### config.mk
export PLATFORM = sky130hd
export DESIGN_NAME = mxDualMac
export DESIGN_NICKNAME = d
export VERILOG_FILES = /design/src/rtl/mxMacPkg.sv /design/src/rtl/mxElemDecode.sv /design/src/rtl/mxMacCtrl.sv /design/src/rtl/mxMacDatapath.sv /design/src/rtl/mxDualMac.sv
export SDC_FILE = /design/constraint.sdc
export NUM_CORES = 1
export LEC_CHECK = 0
export ABC_AREA = 1
export BUFFER_PORTS_ARGS = -buffer_cell sky130_fd_sc_hd__buf_2
export CORE_MARGIN = 2
export CORE_UTILIZATION = 67
export DETAILED_ROUTE_END_ITERATION = 16
export PLACE_DENSITY_LB_ADDON = 0.25
export REMOVE_ABC_BUFFERS = 1
export SLEW_MARGIN = 20
export SYNTH_ARGS = -nofsm -noshare
export SYNTH_HDL_FRONTEND = slang
export SYNTH_SLANG_ARGS = --single-unit
### constraint.sdc
create_clock -name clk -period 10.65 [get_ports clk]
set_input_delay 0.5325 -clock clk [delete_from_list [all_inputs] [get_ports clk]]
set_output_delay 0.5325 -clock clk [all_outputs]
set_load 0.05 [all_outputs]
### src/rtl/mxMacPkg.sv
package mxMacPkg;
  localparam int ELEM_W  = 8;
  localparam int SIG_W   = 6;
  localparam int PROD_W  = 2 * SIG_W;
  localparam int DEXP_W  = 6;
  // decoded value = sig * 2^(sExp - EXP_OFS)
  localparam int EXP_OFS = 15;

  typedef struct packed {
    logic              sign;
    logic [SIG_W-1:0]  sig;
    logic [DEXP_W-1:0] sExp;
  } decElem_t;

  typedef struct packed {
    logic captureEn;
    logic accumEn;
    logic clearAcc;
  } macStrobe_t;
endpackage

### src/rtl/mxElemDecode.sv
module mxElemDecode
  import mxMacPkg::*;
#(
  parameter int BIAS_W = 4
) (
  input  logic [ELEM_W-1:0] elem,
  input  logic              trainMode,
  input  logic [BIAS_W-1:0] extraBias,
  output decElem_t          dec
);
  localparam int INF_ADD = EXP_OFS - 6;
  localparam int TRN_ADD = EXP_OFS - 8;

  logic [1:0] infExp;
  logic [2:0] trnExp;
  logic [DEXP_W-1:0] infEff;
  logic [DEXP_W-1:0] trnEff;

  always_comb begin
    infExp = elem[6:5];
    trnExp = elem[4:2];
    infEff = (infExp == 2'd0) ? DEXP_W'(1) : DEXP_W'(infExp);
    trnEff = (trnExp == 3'd0) ? DEXP_W'(1) : DEXP_W'(trnExp);
    if (!trainMode) begin
      dec.sign = elem[7];
      dec.sig  = {|infExp, elem[4:0]};
      dec.sExp = infEff + DEXP_W'(INF_ADD);
    end else begin
      dec.sign = elem[5];
      dec.sig  = {|trnExp, elem[1:0], 3'b000};
      dec.sExp = trnEff + DEXP_W'(extraBias) + DEXP_W'(TRN_ADD);
    end
  end

  // inference exponent can only span three binades
  always_comb begin
    if (!trainMode) begin
      a_r1_inf_range: assert (dec.sExp >= DEXP_W'(INF_ADD + 1) && dec.sExp <= DEXP_W'(INF_ADD + 3));
    end
  end

  // training significand carries only three meaningful bits
  always_comb begin
    if (trainMode) begin
      a_r3_trn_lowbits: assert (dec.sig[2:0] == 3'b000);
    end
  end
endmodule

### src/rtl/mxMacCtrl.sv
module mxMacCtrl
  import mxMacPkg::*;
(
  input  logic       clk,
  input  logic       rstN,
  input  logic       validIn,
  input  logic       clearIn,
  output macStrobe_t strb
);
  logic stgValid;

  always_ff @(posedge clk or negedge rstN) begin
    if (!rstN) stgValid <= 1'b0;
    else       stgValid <= validIn;
  end

  always_comb begin
    strb.captureEn = validIn;
    strb.accumEn   = stgValid;
    strb.clearAcc  = clearIn;
  end
endmodule

### src/rtl/mxMacDatapath.sv
module mxMacDatapath
  import mxMacPkg::*;
#(
  parameter int ACC_W  = 48,
  parameter int FRAC_W = 16,
  parameter int SEXP_W = 8,
  parameter int BIAS_W = 4
) (
  input  logic                     clk,
  input  logic                     rstN,
  input  macStrobe_t               strb,
  input  logic [1:0][ELEM_W-1:0]   elems,
  input  logic [1:0]               trainModes,
  input  logic [1:0][BIAS_W-1:0]   biases,
  input  logic [1:0][SEXP_W-1:0]   shareds,
  output logic signed [ACC_W-1:0]  accQ
);
  localparam int SH_W    = SEXP_W + 4;
  localparam int SH_BASE = FRAC_W - 2 * EXP_OFS;

  decElem_t dec [2];

  for (genvar gi = 0; gi < 2; gi++) begin : g_dec
    mxElemDecode #(.BIAS_W(BIAS_W)) u_dec (
      .elem      (elems[gi]),
      .trainMode (trainModes[gi]),
      .extraBias (biases[gi]),
      .dec       (dec[gi])
    );
  end

  logic [PROD_W-1:0]      prodNext;
  logic signed [SH_W-1:0] shNext;
  logic                   signNext;

  always_comb begin
    prodNext = PROD_W'(dec[0].sig) * PROD_W'(dec[1].sig);
    signNext = dec[0].sign ^ dec[1].sign;
    shNext   = SH_W'($signed({1'b0, dec[0].sExp}))
             + SH_W'($signed({1'b0, dec[1].sExp}))
             + SH_W'($signed(shareds[0]))
             + SH_W'($signed(shareds[1]))
             + SH_W'(SH_BASE);
  end

  logic [PROD_W-1:0]      prodQ;
  logic signed [SH_W-1:0] shQ;
  logic                   signQ;

  always_ff @(posedge clk or negedge rstN) begin
    if (!rstN) begin
      prodQ <= '0;
      shQ   <= '0;
      signQ <= 1'b0;
    end else if (strb.captureEn) begin
      prodQ <= prodNext;
      shQ   <= shNext;
      signQ <= signNext;
    end
  end

  logic [ACC_W-1:0]       magWide;
  logic [ACC_W-1:0]       aligned;
  logic signed [SH_W-1:0] negSh;
  logic signed [ACC_W-1:0] term;

  always_comb begin
    magWide = ACC_W'(prodQ);
    negSh   = -shQ;
    aligned = '0;
    if (!shQ[SH_W-1]) begin
      if (shQ < SH_W'(ACC_W)) aligned = magWide << shQ;
    end else begin
      if (negSh < SH_W'(PROD_W)) aligned = magWide >> negSh;
    end
    term = signQ ? -$signed(aligned) : $signed(aligned);
  end

  always_ff @(posedge clk or negedge rstN) begin
    if (!rstN)              accQ <= '0;
    else if (strb.clearAcc) accQ <= '0;
    else if (strb.accumEn)  accQ <= accQ + term;
  end

  // clear empties the accumulator on its edge
  a_r7_clear_zero: assert property (@(posedge clk) disable iff (!rstN)
    strb.clearAcc |=> accQ == '0);

  // nothing landing means nothing changes
  a_r12_hold: assert property (@(posedge clk) disable iff (!rstN)
    (!strb.accumEn && !strb.clearAcc) |=> $stable(accQ));

  // a zero contribution leaves the sum untouched
  a_r11_zero_term: assert property (@(posedge clk) disable iff (!rstN)
    (strb.accumEn && !strb.clearAcc && aligned == '0) |=> $stable(accQ));
endmodule

### src/rtl/mxDualMac.sv
module mxDualMac
  import mxMacPkg::*;
#(
  parameter int ACC_W  = 48,
  parameter int FRAC_W = 16,
  parameter int SEXP_W = 8,
  parameter int BIAS_W = 4
) (
  input  logic                    clk,
  input  logic                    rstN,
  input  logic                    validIn,
  input  logic                    clearIn,
  input  logic [ELEM_W-1:0]       aElem,
  input  logic                    aTrain,
  input  logic [BIAS_W-1:0]       aBias,
  input  logic signed [SEXP_W-1:0] aShared,
  input  logic [ELEM_W-1:0]       bElem,
  input  logic                    bTrain,
  input  logic [BIAS_W-1:0]       bBias,
  input  logic signed [SEXP_W-1:0] bShared,
  output logic signed [ACC_W-1:0] accOut
);
  macStrobe_t strb;

  mxMacCtrl u_ctrl (
    .clk     (clk),
    .rstN    (rstN),
    .validIn (validIn),
    .clearIn (clearIn),
    .strb    (strb)
  );

  mxMacDatapath #(
    .ACC_W  (ACC_W),
    .FRAC_W (FRAC_W),
    .SEXP_W (SEXP_W),
    .BIAS_W (BIAS_W)
  ) u_dp (
    .clk        (clk),
    .rstN       (rstN),
    .strb       (strb),
    .elems      ({bElem, aElem}),
    .trainModes ({bTrain, aTrain}),
    .biases     ({bBias, aBias}),
    .shareds    ({bShared, aShared}),
    .accQ       (accOut)
  );

  // a fresh product needs a valid two edges back
  a_r6_latency: assert property (@(posedge clk) disable iff (!rstN)
    (!$stable(accOut)) |-> ($past(clearIn) || $past(validIn, 2)));
endmodule

; Word level (Yosys, flattened, before mapping)
; Index checks and enable logic that the tools add are counted.
[totals]
register_bits = 74
[op_classes]
muxes = 12
bitwise = 1
order_cmp = 2
n_mul = 1
n_shift = 2
n_reduce_logical = 9
add_sub_neg = 13
[ops]
columns = operator, count
row1 = 48-bit 2-to-1 mux, 6
row2 = 48-bit adder, 1
row3 = 48-bit negator, 1
row4 = 12-bit by 12-bit left shift with 48-bit output, 1
row5 = 12-bit by 12-bit >> shifter with 48-bit output, 1
row6 = 13-bit 2-to-1 mux, 2
row7 = 12-bit by 5-bit adder with 12-bit output (second input constant), 1
row8 = 12-bit by 8-bit adder with 12-bit output, 1
row9 = 5-bit by 3-bit adder with 6-bit output (second input constant), 2
row10 = 12-bit by 5-bit less-than comparator with 1-bit output (second input constant), 1
row11 = 12-bit by 7-bit less-than comparator with 1-bit output (second input constant), 1
row12 = 6-bit by 6-bit multiplier with 12-bit output, 1
row13 = 12-bit negator, 1
row14 = 2-bit by 4-bit adder with 5-bit output (second input constant), 2
row15 = 3-bit by 4-bit adder with 5-bit output, 2
row16 = 8-bit by 8-bit adder with 9-bit output, 1
row17 = 6-bit by 6-bit adder with 7-bit output, 1
row18 = 3-bit zero test, 2
row19 = 3-bit 2-to-1 mux, 2
row20 = 3-bit OR reduction, 2
row21 = 2-bit zero test, 2
row22 = 2-bit 2-to-1 mux, 2
row23 = 2-bit OR reduction, 2
row24 = 2-bit nonzero test, 1
row25 = 1-bit XOR, 1

; Logic depth before layout (Yosys ltp)
; Gate-level depths: netlist of run 1.
[logic_depth]
ltp_word = 9
ltp_mapped = 48

; Cells and area by module
; From an unflattened synthesis of run 1, not the netlist that was laid out.
[hier_totals]
cells_unflattened = 1925
area_unflattened_um2 = 12030.3
[modules_own_cells]
columns = module, instances, cells_each, area_per_inst_um2
row1 = mxMacDatapath, 1, 1808, 11350.9
row2 = mxElemDecode at u_dp.g_dec[0].u_dec, 1, 57, 316.6
row3 = mxElemDecode at u_dp.g_dec[1].u_dec, 1, 56, 315.3
row4 = mxMacCtrl, 1, 4, 47.5

; Worst setup path before layout of run 1
; OpenSTA, ideal clock, no wires.
[synth_path]
path_kind = reg-to-reg
startpoint = reg u_dp.shQ[0]
endpoint = reg u_dp.accQ[37]
path_stages_with_launch = 38
n_path_buf = 4
arrival_time_ns = 4.859
setup_time_ns = 0.122
slack_ns = 5.670
cell_sequence = dfrtp_1 > buf_4 > inv_2 > buf_4 > buf_2 > ha_1 > xnor2_1 > inv_1 > clkbuf_1 > o211ai_1 > nand3_1 > nand2_1 > nand2_1 > inv_1 > ha_1 > inv_1 > nor2_2 > nand2_2 > [... 2 more ...] > nor2_2 > nor2_1 > xnor2_1 > ha_1 > a21oi_1 > inv_1 > a21oi_1 > inv_1 > a21oi_1 > o211ai_1 > a21oi_1 > inv_1 > nand2_1 > nand2_1 > nand3_1 > nand2_1 > or2_2 > a32o_1
[synth_via]
elab_chain_len = 9
word_cells_on_any_way = 13
[synth_rtl]
columns = element, line_no
row1 = start: declaration, mxMacDatapath.sv:47  ; logic signed [SH_W-1:0] shQ;
row2 = start signal: assignment, mxMacDatapath.sv:57  ; shQ <= shNext;
row3 = 12-bit negator, mxMacDatapath.sv:69  ; negSh = -shQ;
row4 = 12-bit by 5-bit less-than comparator with 1-bit output / 12-bit by 12-bit >> shifter with 48-bit output (equally long branches), mxMacDatapath.sv:74  ; if (negSh < SH_W'(PROD_W)) aligned = magWide >> negSh;
row5 = 48-bit 2-to-1 mux, mxMacDatapath.sv:74
row6 = 48-bit 2-to-1 mux (*), mxMacDatapath.sv:71  ; if (!shQ[SH_W-1]) begin
row7 = 48-bit negator, mxMacDatapath.sv:76  ; term = signQ ? -$signed(aligned) : $signed(aligned);
row8 = 48-bit 2-to-1 mux (*), mxMacDatapath.sv:76
row9 = 48-bit adder (*), mxMacDatapath.sv:82  ; else if (strb.accumEn) accQ <= accQ + term;
row10 = 48-bit 2-to-1 mux (*), mxMacDatapath.sv:82
row11 = 48-bit 2-to-1 mux (*), mxMacDatapath.sv:81  ; else if (strb.clearAcc) accQ <= '0;
row12 = end signal: assignment, mxMacDatapath.sv:82
row13 = end: declaration, mxMacDatapath.sv:16  ; output logic signed [ACC_W-1:0] accQ
; Mark *: on every way between the ends. The rest lies on a longest branch, timed or not. The select of a mux whose other input is x is not followed.
; A chain may end at the register's enable or synchronous reset.

; Final worst setup path of run 1
[layout_path]
startpoint = reg u_dp.shQ[0]
endpoint = reg u_dp.accQ[47]
; Same word-level chain as after synthesis.

==> results of run 1 <==
flip-flops by register name, summed over array words and instances (netlist names):
| register | cells |
|---|---|
| u_dp.prodQ | 12 |
| u_dp.shQ | 12 |
| u_ctrl.stgValid | 1 |
| u_dp.signQ | 1 |
| u_dp.accQ | 48 |
final timing paths:
kind	from	to	slack, ns	cells after the start
max in group asynchronous	rstN	u_dp.shQ[1]	9.67	1
hold / removal	rstN	u_dp.accQ[6]	0.32	1
setup reg to reg	u_dp.shQ[0]	u_dp.accQ[47]	4.05	31
hold reg to reg	u_dp.prodQ[4]	u_dp.prodQ[4]	0.51	2
min in group clk	u_dp.prodQ[4]	u_dp.prodQ[4]	0.51	2
setup / recovery	u_dp.shQ[0]	u_dp.accQ[47]	4.05	31
placed cells by master, fill, tap and decap left out, drive strengths merged, types with 23 or more instances in the layout:
cell   count
nand2    660
nand4     35
a21oi    122
nand3    134
dfrtp     74
nor2     233
buf       97
a31oi     23
o21ai    137
xor2      40
inv      299
fa        23
ha       124
nor3      23
worst register-to-register path: cells and delay by family, from the launching register on:
family,cells,cell delay [ns]
AO/OA/AOI/OAI,6,1.12
XOR/XNOR,2,0.34
adder cells (fa/ha/maj),3,1.28
buffers and inverters,4,0.85
flip-flops,1,0.83
AND/OR/NAND/NOR,16,2.07
cells by family (layout without fill, tap and decap cells):
group	Yosys count	count (layout)	share of synthesized area
adders and majority gates	147	147	0.160
buffers and inverters	359	414	0.112
xor gates and xnor gates	56	56	0.0402
and+or+nand+nor	1108	1108	0.377
AOI/OAI and AO/OA	352	352	0.162
DFF	74	74	0.147
muxes	1	1	0.000796
layer usage:
layer / share of wire / wire [um]
met1: 0.41 / 16000
met2: 0.47 / 18500
met3: 0.072 / 2840
met4: 0.051 / 2010
met5: 0 / 0
power breakdown:
part | switching [mW] | total [mW] | internal (mW) | leakage, nW
clock | 0.143 | 0.348 | 0.205 | 0.151
sequential | 0.181 | 0.552 | 0.371 | 0.983
combinational | 1.85 | 2.64 | 0.793 | 6.66
total | 2.17 | 3.54 | 1.37 | 7.79
per-stage QoR:
| step | instances | area, um2 | hold WS [ns] | setup slack, ns |
|---|---|---|---|---|
| after global placement | 2369 | 13100 | 0.487 | 4.36 |
| final | 2386 | 13400 | 0.323 | 4.05 |
| after CTS | 2385 | 13400 | 0.376 | 4.22 |
| after floorplan | 2039 | 12300 | 0.237 | 5.00 |
| after global routing | 2386 | 13400 | 0.415 | 3.48 |
| after detailed placement | 2369 | 13100 | 0.498 | 4.28 |
cell type report:
cell class                 count  area (um2)
multi-input combinational   1664        9320
fill                        1662        5150
sequential                    74        1850
inverter                     301        1130
timing repair buffer          97         510
tap                          234         293
clock buffer                   9         225
clock inverter                 7        93.8
==> flow_summary.yaml, run 1 <==
run_status:
  outcome: "completed"
hold_path:
  hold_class: "in -> async"
worst_setup_path:
  crit_family: "simple AND/OR/NAND/NOR gates"
  cpMaxStageDelayCell: "dfrtp_1"
  path_common_cell: "nand2_1"
  cp-start-kind: "flop"
  required_ns: 10.90
  worstSetupPathType: "reg -> reg"
  cp_max_fo: 27
  path_buf_inv: 4
  max_stage_delay_ns: 0.83
  crit_arrival_ns: 6.85
  endpoint_kind: "flop"
route:
  vias: 14159
  wl_per_cell_um: 16.5
  drt_iter0_drc: 1184
  firstDrtPassIters: 6
  drc: 0
  routed_via_density: 5.93
  drt-total-wl_um: 39400
  ant_nets: 0
clocking:
  clk_pin_slew_worst_paths_ns: 0.08
  cts_made_buffers: 9
  cts_tree: "yes"
  cts_sinks: 74
  clk_latency_ns: 0.36
  ctsLongestPathBuffers: 2
  post_cts_buffers: 0
  cts_root_buf: "clkbuf_16"
  cts_hold_buf: 0
  htreeDepth: 3
  cts_resized: 0
sta:
  setup-tns-final_ns: 0
  skew_ns: 0.0175
  maxSlewViolCount: 0
  fmax_mhz: 151
  worst_slew_pin_slew_ns: 0.974
  setup_viol: 0
  rsz0062_at_grt: "false"
  period_share: 0.620
  period_needed_ns: 6.60
  maxSlewHeadroom: 0.345
  hold_viol: 0
global_routing:
  grt_max_degree: 75
  use_met1: 0.498
  grt_antenna_before_repair: 0
  grt_pass1_vias: 13114
  grt_use_total: 0.393
  gr-usage-met3: 0.0442
  grt_util_met2: 0.670
  gr-max-usage-layer: "met2"
  overflow: 0
  grt_first_pass_wirelength_um: 63500
synthesis:
  synth.most_common_cell: "nand2_1"
  yosysWarnings: 0
  synth_cells: 2097
  synth_top_area_frac: 0.192
  synth_top_area_cell: "nand2_1"
  synth_cell_types: 60
  synthFlopType: "dfrtp_1"
  yosysSeqAreaShare: 0.147
  synth_edf_count: 0
  synth.avg_cell_area_um2: 6.00
  ys_ff_latch: 74
  netlist_top_cells_count: "nand2_1, inv_1, nor2_1"
  yosys-top-cells-area: "nand2_1, dfrtp_1, ha_1"
  syn_area_um2: 12600
  synthArstFlopShare: 1.00
cells_and_area:
  drive_gt1_frac: 0.0892
  utilization: 0.723
  layout-area-overhead-vs-synth_pct: 6.79
  nets: 2340
  num_antenna_cells: 0
place:
  place.gp.congestion: 1.16
  dp_hpwl_um: 31900
  io_buffer_count: 93
die:
  dieArea_um2: 19900
  core_area_um2: 18600
  start_util: 0.677
  die_height_um: 141
  fp.dieW_um: 141
  num_rows: 50
  boundaryPins: 94
pwr:
  p_leak_nw: 7.79
  p_total_mw: 3.54
  power_density_nw_per_um2: 264
  ir_worst_vdd_v: 0.000125
run:
  cap_violations: 0
Power figures use the tool's default switching activity.
==> run 2, diff against run 1 <==
--- a/config.mk
+++ b/config.mk
@@ -8,7 +8,7 @@
 export ABC_AREA = 1
 export BUFFER_PORTS_ARGS = -buffer_cell sky130_fd_sc_hd__buf_2
 export CORE_MARGIN = 2
-export CORE_UTILIZATION = 67
+export CORE_UTILIZATION = 63
 export DETAILED_ROUTE_END_ITERATION = 16
 export PLACE_DENSITY_LB_ADDON = 0.25
 export REMOVE_ABC_BUFFERS = 1
==> constraint.sdc (replaced) <==
create_clock -name clk -period 6.3 [get_ports clk]
set_input_delay 0.315 -clock clk [delete_from_list [all_inputs] [get_ports clk]]
set_output_delay 0.315 -clock clk [all_outputs]
set_load 0.05 [all_outputs]
==> run 2 against run 1 <==
  * Wire length up 6.1%
  * First-iteration DRC count increased by 31%
  * Clock power grew 71%
  * Non-clock buffer count increased by 22
  * Via count up 2.3%
  * Critical path type unchanged
  * Largest power group unchanged
==> flow_summary.yaml, run 2 (synthesized netlist as in run 1, its figures left out) <==
run_status:
  outcome: "completed"
cells_and_area:
  utilization: 0.699
  layout-area-overhead-vs-synth_pct: 8.58
  mostFrequentLayoutCell: "nand2_1"
  top_register: "u_dp.accQ"
  reg_top3: "u_dp.accQ (48), u_dp.prodQ (12), u_dp.shQ (12)"
  nets: 2362
  num_antenna_cells: 0
  fill_cells: 1747
  drive_gt1_frac: 0.0998
  largest_reg_flops: 48
  final_cell_mix: "nand2_1, inv_1, nor2_1"
clocking:
  clk_pin_slew_worst_paths_ns: 0.07
  cts_root_buf: "clkbuf_16"
  post_cts_buffers: 0
  cts_tree: "yes"
  cts_hold_buf: 0
  clk_latency_ns: 0.36
  cts_resized: 0
  cts_sinks: 74
  cts_made_buffers: 9
  htreeDepth: 3
  ctsLongestPathBuffers: 2
sta:
  maxSlewViolCount: 0
  rsz0062_at_grt: "false"
  setup_viol: 0
  setup-tns-final_ns: 0
  fmax_mhz: 173
  period_share: 0.916
  maxSlewHeadroom: 0.262
  hold_viol: 0
  skew_ns: 0.0125
  worst_slew_pin_slew_ns: 1.10
  period_needed_ns: 5.77
run:
  cap_violations: 0
worst_setup_path:
  r2r-start: "u_dp.shQ[11]"
  cpMaxStageDelayCell: "dfrtp_2"
  r2r_cells: 32
  crit_arrival_ns: 6.01
  endpoint_kind: "flop"
  r2r_end: "u_dp.accQ[42]"
  reg2reg_slack_ns: 0.53
  worstSetupPathType: "reg -> reg"
  max_stage_delay_ns: 0.52
  cp-start-kind: "flop"
  cp_max_fo: 11
  required_ns: 6.54
  path_common_cell: "nand2_1"
die:
  boundaryPins: 94
  core_area_um2: 19500
  die_height_um: 145
  num_rows: 51
  fp.dieW_um: 145
  dieArea_um2: 21100
  start_util: 0.644
route:
  drt_iter0_drc: 1551
  wl_per_cell_um: 17.1
  ant_nets: 0
  drt-total-wl_um: 41800
  vias: 14487
  routed_via_density: 5.94
  drc: 0
  firstDrtPassIters: 9
pwr:
  ir_worst_vdd_v: 0.000281
  power_density_nw_per_um2: 452
  p_leak_nw: 7.90
  p_total_mw: 6.17
place:
  place.gp.congestion: 1.02
  io_buffer_count: 93
  dp_hpwl_um: 34000
global_routing:
  grt_max_degree: 75
  grt_pass1_vias: 13798
  overflow: 0
  grt_antenna_before_repair: 0
  grt_first_pass_wirelength_um: 67400
  grt_use_total: 0.389
hold_path:
  hold_class: "in -> async"
-- run 2: cell types whose count changed in the layout (fill, tap and decap cells not counted), sizes merged --
cell      change
buf          +22
clkinv        -2
clkinvlp      -1
inv           +3
-- run 2: power breakdown --
group / leakage, nW / internal, mW / total [mW] / switching [mW]
clock: 0.157 / 0.351 / 0.595 / 0.244
combinational: 6.77 / 1.42 / 4.72 / 3.30
sequential: 0.981 / 0.630 / 0.853 / 0.223
total: 7.90 / 2.40 / 6.17 / 3.77
-- run 2: worst max-delay path by stage --
| stage | startpoint | endpoint | slack, ns |
|---|---|---|---|
| floorplan | u_dp.shQ[0] | u_dp.accQ[44] | 0.65 |
| global placement | u_dp.shQ[11] | u_dp.accQ[47] | 0.58 |
| detailed placement | u_dp.shQ[11] | u_dp.accQ[44] | 0.59 |
| CTS | u_dp.shQ[11] | u_dp.accQ[44] | 0.59 |
| global route | u_dp.shQ[0] | u_dp.accQ[42] | 0.07 |
| finish | u_dp.shQ[11] | u_dp.accQ[42] | 0.53 |
-- run 2: metal layers --
metal | wire length (um) | track usage | up-vias
met1 | 16600 | 0.481 | 6596
met5 | 0 | 0 | -
met2 | 19700 | 0.661 | 780
met4 | 2330 | 0.216 | 0
met3 | 3220 | 0.0447 | 172
li1 | - | - | 6939
-- run 2: stage by stage --
stage          area (um2)  hold slack [ns]  instances  setup WS [ns]
2_1_floorplan       12300           0.0194       2039          0.648
3_3_place_gp        13300            0.478       2422          0.577
3_5_place_dp        13300            0.494       2422          0.586
4_1_cts             13600            0.157       2438          0.593
5_1_grt             13700            0.201       2439         0.0683
6_report            13700            0.127       2439          0.530
-- run 2: final cells by class --
type,instances,area (um2),area share
clock buffer,9,225,0.0165
clock inverter,7,98.8,0.00724
inverter,301,1130,0.0831
multi-input combinational,1664,9330,0.684
sequential,74,1850,0.136
tap,265,332,0.0243
timing repair buffer,119,676,0.0495
-- run 2: worst max-delay path: cells and delay by family (launching register included) --
kind	cells	cell delay, ns
XOR/XNOR	1	0.27
buffers and inverters	4	0.63
AND/OR/NAND/NOR	16	1.93
AO/OA/AOI/OAI	10	2.00
adder cells (fa/ha/maj)	1	0.30
flip-flops	1	0.52
==> run 3, diff against run 2 <==
==> constraint.sdc (replaced) <==
create_clock -name clk -period 6.5 [get_ports clk]
set_input_delay 0.325 -clock clk [delete_from_list [all_inputs] [get_ports clk]]
set_output_delay 0.325 -clock clk [all_outputs]
set_load 0.05 [all_outputs]
==> run 3 against run 2 <==
  * Sequential share of layout area about the same
  * Sequential power down 6.0%
  * Wire length down 3.5%
  * First-iteration DRC count down 11%
  * Cell count unchanged
  * Non-clock buffer count up 1
  * Critical path type unchanged
  * Critical endpoint is now u_dp.accQ[44]
  * Largest cell class unchanged
  * Highest routed layer unchanged
==> flow_summary.yaml, run 3 (synthesized netlist as in run 1, its figures left out) <==
worst_setup_path:
  cp_max_fo: 11
  worstSetupPathType: "reg -> reg"
  r2r_end: "u_dp.accQ[44]"
  endpoint_kind: "flop"
  reg2reg_slack_ns: 0.45
  required_ns: 6.77
  path_common_cell: "nand2_1"
  r2r-start: "u_dp.shQ[3]"
  max_stage_delay_ns: 0.57
  cp-start-kind: "flop"
  r2r_cells: 38
  crit_arrival_ns: 6.32
  cpMaxStageDelayCell: "dfrtp_1"
cells_and_area:
  nets: 2363
  final_cell_mix: "nand2_1, inv_1, nor2_1"
  top_register: "u_dp.accQ"
  reg_top3: "u_dp.accQ (48), u_dp.prodQ (12), u_dp.shQ (12)"
  drive_gt1_frac: 0.0971
  layout-area-overhead-vs-synth_pct: 8.42
  fill_cells: 1741
  num_antenna_cells: 0
  largest_reg_flops: 48
  mostFrequentLayoutCell: "nand2_1"
pwr:
  ir_worst_vdd_v: 0.000292
  power_density_nw_per_um2: 428
  p_leak_nw: 7.90
clocking:
  cts_made_buffers: 9
  ctsLongestPathBuffers: 2
  clk_latency_ns: 0.35
  cts_tree: "yes"
  clk_pin_slew_worst_paths_ns: 0.06
  cts_hold_buf: 0
  post_cts_buffers: 0
  htreeDepth: 3
  cts_root_buf: "clkbuf_16"
  cts_resized: 0
  cts_sinks: 74
place:
  place_ws_ns: 0.642
  io_buffer_count: 93
  dp_hpwl_um: 32700
  place.gp.congestion: 1.03
route:
  drc: 0
  ant_nets: 0
  vias: 14218
  drt_iter0_drc: 1374
  firstDrtPassIters: 8
  drt-total-wl_um: 40300
  routed_via_density: 5.83
  wl_per_cell_um: 16.5
global_routing:
  grt_pass1_vias: 13312
  grt_first_pass_wirelength_um: 65400
  grt_max_degree: 75
  overflow: 0
  grt_use_total: 0.376
  grt_antenna_before_repair: 0
sta:
  skew_ns: 0.0134
  hold_viol: 0
  holdWs_ns: 0.366
  fmax_mhz: 165
  worst_slew_pin_slew_ns: 0.772
  period_share: 0.931
  period_needed_ns: 6.05
  maxSlewViolCount: 0
  rsz0062_at_grt: "false"
  setup_viol: 0
  maxSlewHeadroom: 0.481
  setup_ws_ns: 0.450
  setup-tns-final_ns: 0
die:
  num_rows: 51
  dieArea_um2: 21100
  fp.dieW_um: 145
  boundaryPins: 94
  start_util: 0.644
  die_height_um: 145
  core_area_um2: 19500
run:
  cap_violations: 0
hold_path:
  hold_class: "in -> reg"
  min_from: "bShared[0]"
  worstHoldEndpoint: "u_dp.shQ[0]"
  hold_depth: 4
run_status:
  outcome: "completed"
[run 3: how the worst max path moves through the flow]
stage	from	endpoint	slack, ns	cells past startpoint
2_1_floorplan	u_dp.shQ[0]	u_dp.accQ[44]	0.85	36
3_3_place_gp	u_dp.shQ[3]	u_dp.accQ[44]	0.64	38
3_5_place_dp	u_dp.shQ[3]	u_dp.accQ[44]	0.64	38
4_1_cts	u_dp.shQ[3]	u_dp.accQ[44]	0.63	38
5_1_grt	u_dp.shQ[3]	u_dp.accQ[43]	0.007	41
6_report	u_dp.shQ[3]	u_dp.accQ[44]	0.45	38
[run 3: power breakdown]
part | switching (mW) | leakage [nW] | internal [mW]
Clock | 0.214 | 0.142 | 0.305
Sequential | 0.192 | 0.983 | 0.610
Combinational | 3.14 | 6.78 | 1.37
Total | 3.54 | 7.90 | 2.28
[run 3: per-layer routing]
layer	up-vias	part of all wire	global-route usage
met2	721	0.47	0.640
li1	6940	-	-
met3	130	0.079	0.0450
met1	6427	0.40	0.480
met5	-	0	0
met4	0	0.047	0.168
[run 3: critical path: cells and delay by family (launching register included)]
| family | cells | cell delay [ns] |
|---|---|---|
| and+or+nand+nor | 23 | 2.70 |
| AOI/OAI and AO/OA | 9 | 1.76 |
| DFF | 1 | 0.57 |
| adders and majority gates | 2 | 0.54 |
| xor gates and xnor gates | 1 | 0.21 |
| buffers and inverters | 3 | 0.17 |
[run 3: area by class of cell]
cell class	count	area, um2	area share
clock buffer	12	246	0.0181
clock inverter	3	40.0	0.00294
multi-input combinational	1664	9320	0.684
timing repair buffer	120	706	0.0518
inverter	301	1130	0.0833
tap	265	332	0.0243
sequential	74	1850	0.136
[run 3: metrics by stage]
stage | instance area (um2) | instances | total power [mW] | utilization
after detailed placement | 13300 | 2421 | 5.18 | 0.680
after floorplan | 12300 | 2039 | 3.98 | -
after global placement | 13300 | 2421 | 5.12 | 0.680
final | 13600 | 2439 | 5.83 | 0.698
after CTS | 13600 | 2436 | 5.72 | 0.695
after global routing | 13600 | 2439 | 6.32 | 0.698
